<file path="src/rtl/mdm_pkg.sv">
package mdm_pkg;
    localparam int LINE_N = 4;
    localparam int CTL_W  = 5;

    localparam int CTL_DTR  = 0;
    localparam int CTL_RTS  = 1;
    localparam int CTL_OUT1 = 2;
    localparam int CTL_OUT2 = 3;
    localparam int CTL_LOOP = 4;

    // ordered to match status byte bits 7:4
    typedef struct packed {
        logic dcd;
        logic ri;
        logic dsr;
        logic cts;
    } mdm_lines_t;

    localparam mdm_lines_t LINES_RST = '{dcd: 1'b1, ri: 1'b0, dsr: 1'b1, cts: 1'b1};
endpackage

</file>
<file path="src/rtl/mdm_sync.sv">
module mdm_sync #(
    parameter int N      = 4,
    parameter int STAGES = 2,
    parameter logic [N-1:0] RST_VAL = '0
) (
    input  logic         clk,
    input  logic         rst_n,
    input  logic [N-1:0] async_i,
    output logic [N-1:0] sync_o
);
    localparam int LAST = STAGES - 1;

    for (genvar b = 0; b < N; b++) begin : g_bit
        logic [LAST:0] chain_d, chain_q;

        always_comb begin
            chain_d = {chain_q[LAST-1:0], async_i[b]};
        end

        always_ff @(posedge clk or negedge rst_n) begin
            if (!rst_n) chain_q <= {STAGES{RST_VAL[b]}};
            else        chain_q <= chain_d;
        end

        assign sync_o[b] = chain_q[LAST];
    end
endmodule

</file>
<file path="src/rtl/mdm_ctl.sv">
module mdm_ctl #(
    parameter int W = 5,
    parameter logic [W-1:0] RST_VAL = 5'h08
) (
    input  logic         clk,
    input  logic         rst_n,
    input  logic         wr_i,
    input  logic [7:0]   wdata_i,
    output logic [W-1:0] ctl_o
);
    logic [W-1:0] ctl_d, ctl_q;

    always_comb begin
        ctl_d = ctl_q;
        if (wr_i) ctl_d = wdata_i[W-1:0];
    end

    always_ff @(posedge clk or negedge rst_n) begin
        if (!rst_n) ctl_q <= RST_VAL;
        else        ctl_q <= ctl_d;
    end

    assign ctl_o = ctl_q;
endmodule

</file>
<file path="src/rtl/mdm_delta.sv">
module mdm_delta
    import mdm_pkg::*;
(
    input  logic       clk,
    input  logic       rst_n,
    input  mdm_lines_t lines_i,
    input  logic       clr_i,
    output mdm_lines_t state_o,
    output logic [3:0] delta_o
);
    typedef struct packed {
        mdm_lines_t lines;
        logic [3:0] delta;
    } trk_t;

    trk_t d, q;
    logic [3:0] chg;

    always_comb begin
        chg[0] = lines_i.cts ^ q.lines.cts;
        chg[1] = lines_i.dsr ^ q.lines.dsr;
        chg[2] = q.lines.ri & ~lines_i.ri;   // trailing edge only
        chg[3] = lines_i.dcd ^ q.lines.dcd;
        d.lines = lines_i;
        d.delta = (clr_i ? 4'b0 : q.delta) | chg;
    end

    always_ff @(posedge clk or negedge rst_n) begin
        if (!rst_n) q <= '{lines: LINES_RST, delta: 4'b0};
        else        q <= d;
    end

    assign state_o = q.lines;
    assign delta_o = q.delta;

    assert_sticky_R4: assert property (@(posedge clk) disable iff (!rst_n)
        !clr_i |=> ((q.delta & $past(q.delta)) == $past(q.delta)));

    assert_no_teri_on_rise_R5: assert property (@(posedge clk) disable iff (!rst_n)
        (!q.lines.ri && lines_i.ri && !q.delta[2]) |=> !q.delta[2]);

    assert_read_clears_R6: assert property (@(posedge clk) disable iff (!rst_n)
        (clr_i && lines_i == q.lines) |=> (q.delta == 4'b0));
endmodule

</file>
<file path="src/rtl/mdm_ctl_status.sv">
module mdm_ctl_status
    import mdm_pkg::*;
#(
    parameter int SYNC_STAGES = 2
) (
    input  logic       clk,
    input  logic       rst_n,
    input  logic       ctl_wr,
    input  logic [7:0] ctl_wdata,
    output logic [7:0] ctl_rdata,
    input  logic       stat_rd,
    output logic [7:0] stat_rdata,
    input  logic       irq_en,
    output logic       irq,
    input  logic       cts_i,
    input  logic       dsr_i,
    input  logic       dcd_i,
    input  logic       ri_i,
    output logic       rts_o,
    output logic       dtr_o,
    output logic       out1_o,
    output logic       out2_o
);
    localparam logic [CTL_W-1:0] CTL_RST = CTL_W'(1 << CTL_OUT2);

    logic [CTL_W-1:0] ctl;
    mdm_lines_t       raw_lines, sync_lines, state;
    logic [3:0]       delta;
    logic             loop;

    assign raw_lines = '{dcd: dcd_i, ri: ri_i, dsr: dsr_i, cts: cts_i};

    mdm_sync #(.N(LINE_N), .STAGES(SYNC_STAGES), .RST_VAL(LINES_RST)) u_sync (
        .clk(clk), .rst_n(rst_n), .async_i(raw_lines), .sync_o(sync_lines)
    );

    mdm_ctl #(.W(CTL_W), .RST_VAL(CTL_RST)) u_ctl (
        .clk(clk), .rst_n(rst_n), .wr_i(ctl_wr), .wdata_i(ctl_wdata), .ctl_o(ctl)
    );

    assign loop = ctl[CTL_LOOP];

    mdm_delta u_delta (
        .clk(clk), .rst_n(rst_n), .lines_i(sync_lines),
        .clr_i(stat_rd & ~loop), .state_o(state), .delta_o(delta)
    );

    always_comb begin
        ctl_rdata = {{(8-CTL_W){1'b0}}, ctl};
        if (loop)
            stat_rdata = {ctl[CTL_OUT2], ctl[CTL_OUT1], ctl[CTL_DTR], ctl[CTL_RTS], 4'b0};
        else
            stat_rdata = {state, delta};
        irq    = irq_en & (|delta);
        rts_o  = ctl[CTL_RTS] & ~loop;
        dtr_o  = ctl[CTL_DTR] & ~loop;
        out1_o = ctl[CTL_OUT1];
        out2_o = ctl[CTL_OUT2];
    end

    assert_ctl_mask_R2: assert property (@(posedge clk) disable iff (!rst_n)
        ctl_wr |=> (ctl_rdata == {3'b0, $past(ctl_wdata[4:0])}));

    assert_irq_visible_R7: assert property (@(posedge clk) disable iff (!rst_n)
        (irq_en && !loop && (stat_rdata[3:0] != 4'b0)) |-> irq);

    assert_irq_masked_R7: assert property (@(posedge clk) disable iff (!rst_n)
        !irq_en |-> !irq);

    assert_loop_hold_R8: assert property (@(posedge clk) disable iff (!rst_n)
        ctl_rdata[4] |-> (!rts_o && !dtr_o && stat_rdata[3:0] == 4'b0));
endmodule

</file>
<file path="config.mk">
export PLATFORM = sky130hd
export DESIGN_NAME = mdm_ctl_status
export DESIGN_NICKNAME = d
export VERILOG_FILES = /design/src/rtl/mdm_pkg.sv /design/src/rtl/mdm_sync.sv /design/src/rtl/mdm_ctl.sv /design/src/rtl/mdm_delta.sv /design/src/rtl/mdm_ctl_status.sv
export SDC_FILE = /design/constraint.sdc
export NUM_CORES = 1
export LEC_CHECK = 0
export BUFFER_PORTS_ARGS = -buffer_cell sky130_fd_sc_hd__buf_2
export CAP_MARGIN = 5
export CORE_MARGIN = 2
export CORE_UTILIZATION = 45
export DETAILED_ROUTE_END_ITERATION = 12
export GPL_TIMING_DRIVEN = 0
export PLACE_DENSITY = 0.75
export SYNTH_ARGS = -nofsm -noshare
export SYNTH_HDL_FRONTEND = slang
export SYNTH_HIERARCHICAL = 1
export SYNTH_SLANG_ARGS = --single-unit
</file>
<file path="constraint.sdc">
create_clock -name clk -period 1.45 [get_ports clk]
set_clock_uncertainty 0.15 [all_clocks]
set_input_delay 0.145 -clock clk [delete_from_list [all_inputs] [get_ports clk]]
set_output_delay 0.145 -clock clk [all_outputs]
set_load 0.05 [all_outputs]
</file>
# == Word-level counts from Yosys, hierarchy flattened ==
# Index checks and enable logic that the tools add are counted.
# totals
register_bits,21
wordCells,24
# op_classes
mux,2
bitwise_logic,11
n_reduce_logical,1
# ops
operator,n
$mux 8,1
$and 1x1->1,5
$mux 4,1
$or 4x4->4,1
$reduce_or 4->1,1
$xor 1x1->1,3
$not 1->1,2

# == Depth between registers and ports, before layout ==
# depth
word_depth,4
depth_mapped,3
ltp_nobuf,2

# == Modules after synthesis ==
# The synthesis kept the hierarchy.
# by_module_without_submodules
mod,n_inst,cells_each,area_each_um2,seq_area_each_um2
mdm_delta,1,20,270.3,203.9
mdm_sync,1,12,237.7,207.7
mdm_ctl,1,10,182.7,126.4
mdm_ctl_status,1,19,181.4,0.0

# == Worst setup path after synthesis ==
# No wires, ideal clock.
# synth_timing
path_kind,register to output
startpoint,register u_ctl.ctl_q[4] (netlist: u_ctl/ctl_o[4])
endpoint,output port stat_rdata[4]
arrival_ns,1.233
t_required_ns,1.155
slack_ns,-0.078
stages_incl_launch_ff,3
n_path_buf,1
cell_sequence,dfrtp_1 -> buf_6 -> mux2_4
# synth_via
elab_chain_len,1
# synth_rtl
element,line_no,source
"start, declared",mdm_ctl.sv:11,"logic [W-1:0] ctl_d, ctl_q;"
"start signal, assigned",mdm_ctl.sv:20,else ctl_q <= ctl_d;
$mux 8,mdm_ctl_status.sv:50,if (loop)
"end, declared",mdm_ctl_status.sv:12,"output logic [7:0] stat_rdata,"
# Every way passes these cells.

# == Worst setup path in the final report ==
# Ends and elaborated chain as after synthesis.

==> results.md <==
- Clock Path Buffers: 2
- RSZ-0062 raised after global routing: true
- Combinational power share: 37.5%
- Yosys warning total: 6
- Seq/Total Area, Yosys: 61.69%
- Worst Hold Class: in -> reg
- Placement Cell Area: 0.001067 mm²
- Placed insts: 119
- Syn Area/Cell: 14.30 µm²
- Vias per inst: 4.182
- Critical Path End Type: primary output
- CTS H-Tree Depth: 1
- Max FO, Critical Path: 10
- Share of power burned in registers: 45.2%
- Wirelength per Cell: 11.02 µm
- Clock Latency Late Sink: 0.29 ns
- Period utilisation layout: 110.9%
- Via count: 573
- Total global routing overflow: 0
- Failing checks: negative setup slack
- Crit path time final: 1.609 ns
- Root buffer cell: clkbuf_4
- Port Buf Inserts: 31
- Starting DRC count in detailed routing: 1
- Slew Limit Fails: 0
- Num CTS Buffers: 3
- Clk slew on worst S/H paths: 0.10 ns
- Starting Density: 48.91%
- Placeable core area: 0.001783 mm²
- First-pass GRT wire length: 2139 µm
- Share of cells above drive strength 1: 66.96%
- Drc violations: 0
- Drt first pass iters: 2
- Commonest non-fill, non-tap cell in the layout: buf_2
- CTS tree: yes
- FF+latch count, synth: 21
- Largest net degree at the start of global routing: 22
- Die Span X: 48.02 µm
- Setup Viol. Count Final: 11
- ANT cells: 0
- PwrDens: 1117 mW/mm²
- Switch share: 33.41%
- Maximum Capacitance Violations: 0
- NetSw: 0.4962 mW
- Vias in the first global route: 531
- Leakage: 0.6500 nW
- Final nets: 130
- WP data arrival: 1.31 ns
- Cell Count, Final, Fillers Out: 137
- Cell variety after synth: 13
- WS Path Type: reg -> out
- Final instance area: 0.001330 mm²
- Clock tree sinks: 21
- Synth Cell Area: 872.1 µm²
- Internal power: 0.9891 mW
- CP required: 1.15 ns
- Die Footprint: 0.002306 mm²
- DPL Wire Length: 990.3 µm
- Initial antenna violation count: 0
- Final setup TNS: -1.097 ns
- Gate Count Post-Synth: 61
- Setup crit start kind: flop
- Cell Rows: 15
- Final setup margin: -0.1587 ns
- Syn-to-layout area delta: 52.51%
- Final wirelength: 1510 µm
- Die Height: 48.02 µm
- GRT Total Usage: 13.81%
- Clock Power Share: 17.3%
- Commonest non-fill, non-tap cells in the layout: 17 x buf_2, 13 x buf_4, 10 x dlygate4sd3_1, 10 x dfrtp_1, 10 x dfstp_2
- Global placement routability congestion: 0.7203
- Max frequency: 0.6216 GHz
- Worst IR drop on VDD: 0.7798 mV
- Ports: 38
- Final hold vios: 0
- Post-route ant nets: 0
- Result of the run: finished with violations
## Yosys cell counts
| library cell | instances | area share, % |
|---|---|---|
| dfstp_2 | 10 | 30 |
| mux2_4 | 3 | 5.2 |
| inv_1 | 5 | 2.2 |
| buf_4 | 9 | 7.7 |
| and2b_2 | 7 | 7.0 |
| conb_1 | 1 | 0.43 |
| xnor2_1 | 3 | 3.0 |
| buf_6 | 1 | 1.3 |
| mux2_2 | 6 | 7.7 |
| o21ai_1 | 3 | 1.7 |
| o41a_1 | 1 | 1.3 |
| o22ai_1 | 1 | 0.72 |
| dfrtp_1 | 11 | 32 |
## power by group through the flow
stage / clock [mW] / sequential (mW) / combinational [mW]
2_1_floorplan: 0 / 0.728 / 0.293
3_3_place_gp: 0 / 0.681 / 0.429
3_5_place_dp: 0 / 0.685 / 0.431
4_1_cts: 0.271 / 0.672 / 0.532
5_1_grt: 0.298 / 0.678 / 0.585
6_report: 0.257 / 0.672 / 0.556
## routing by layer
layer / wire length (µm) / global-route usage (%) / up-vias
li1: - / - / 286
met1: 626 / 15.11 / 263
met2: 793 / 25.60 / 22
met3: 78 / 2.264 / 2
met4: 12 / 6.486 / 0
met5: 0 / 0 / -
## critical path, stage by stage (launching register included)
cell	delay, ns
dfrtp_2	0.43
buf_6	0.14
mux2_4	0.30
buf_6	0.15
## flip-flops by register name, indices dropped and copies added, names as in the netlist
| name | cells |
|---|---|
| u_sync/g_bit.chain_q | 8 |
| u_ctl/ctl_o | 5 |
| u_delta/delta_o | 4 |
| u_delta/state_o | 4 |
## kinds of logic (layout without fill, tap and decap cells)
group	Yosys count	in the layout	synth area share [%]
DFF	21	21	61.69
buffers and inverters	15	64	11.19
muxes	9	9	12.91
and+or+nand+nor	7	7	7.030
other	1	3	0.4300
AOI/OAI and AO/OA	5	5	3.730
xor gates and xnor gates	3	3	3.013
## layout make-up
type	count	area (µm²)
clock buffers	4	26.28
repair buffers	45	391.6
well taps	25	31.28
flip-flops and latches	21	539.3
inverters	5	18.77
multi-input cells	27	244.0
plain buffers	10	78.83
fillers	119	452.9
## path summary, 6_finish.rpt
check,from,end,slack (ns),cells after the start
min in group asynchronous,rst_n,u_sync/g_bit[2].chain_q[0]$_DFF_PN0_,0.17,2
min,ctl_wr,u_ctl/ctl_o[4]$_DFFE_PN0P_,0.04,2
max,u_ctl/ctl_o[4]$_DFFE_PN0P_,stat_rdata[4],-0.16,3
max reg2reg,u_ctl/ctl_o[4]$_DFFE_PN0P_,u_delta/delta_o[2]$_DFF_PN0_,0.27,3
min reg2reg,u_sync/g_bit[0].chain_q[0]$_DFF_PN1_,u_sync/g_bit[0].chain_q[1]$_DFF_PN1_,0.21,0
max in group asynchronous,rst_n,u_sync/g_bit[3].chain_q[1]$_DFF_PN1_,0.64,2
## per-stage QoR
stage / setup slack, ns / hold slack (ns) / power, mW / utilization (%)
3_5_place_dp: 0.09633 / -0.03786 / 1.116 / 59.86
3_3_place_gp: 0.1089 / -0.03600 / 1.110 / 59.86
4_1_cts: -0.1705 / 0.03220 / 1.475 / 72.98
5_1_grt: -0.2192 / 0.03535 / 1.562 / 74.60
6_report: -0.1587 / 0.03606 / 1.485 / 74.60
2_1_floorplan: 0.07707 / -0.3006 / 1.021 / -
## what timing repair did
action | 4_1_cts | 5_1_grt
setup buffers | 4 | 0
gates resized for setup | 25 | 8
pin swaps | 1 | 0
hold buffers | 10 | 0
endpoints found under the setup margin | 12 | 14
endpoints found under the hold margin | 30 | 0
No activity file was read; power rests on OpenSTA's default activity.
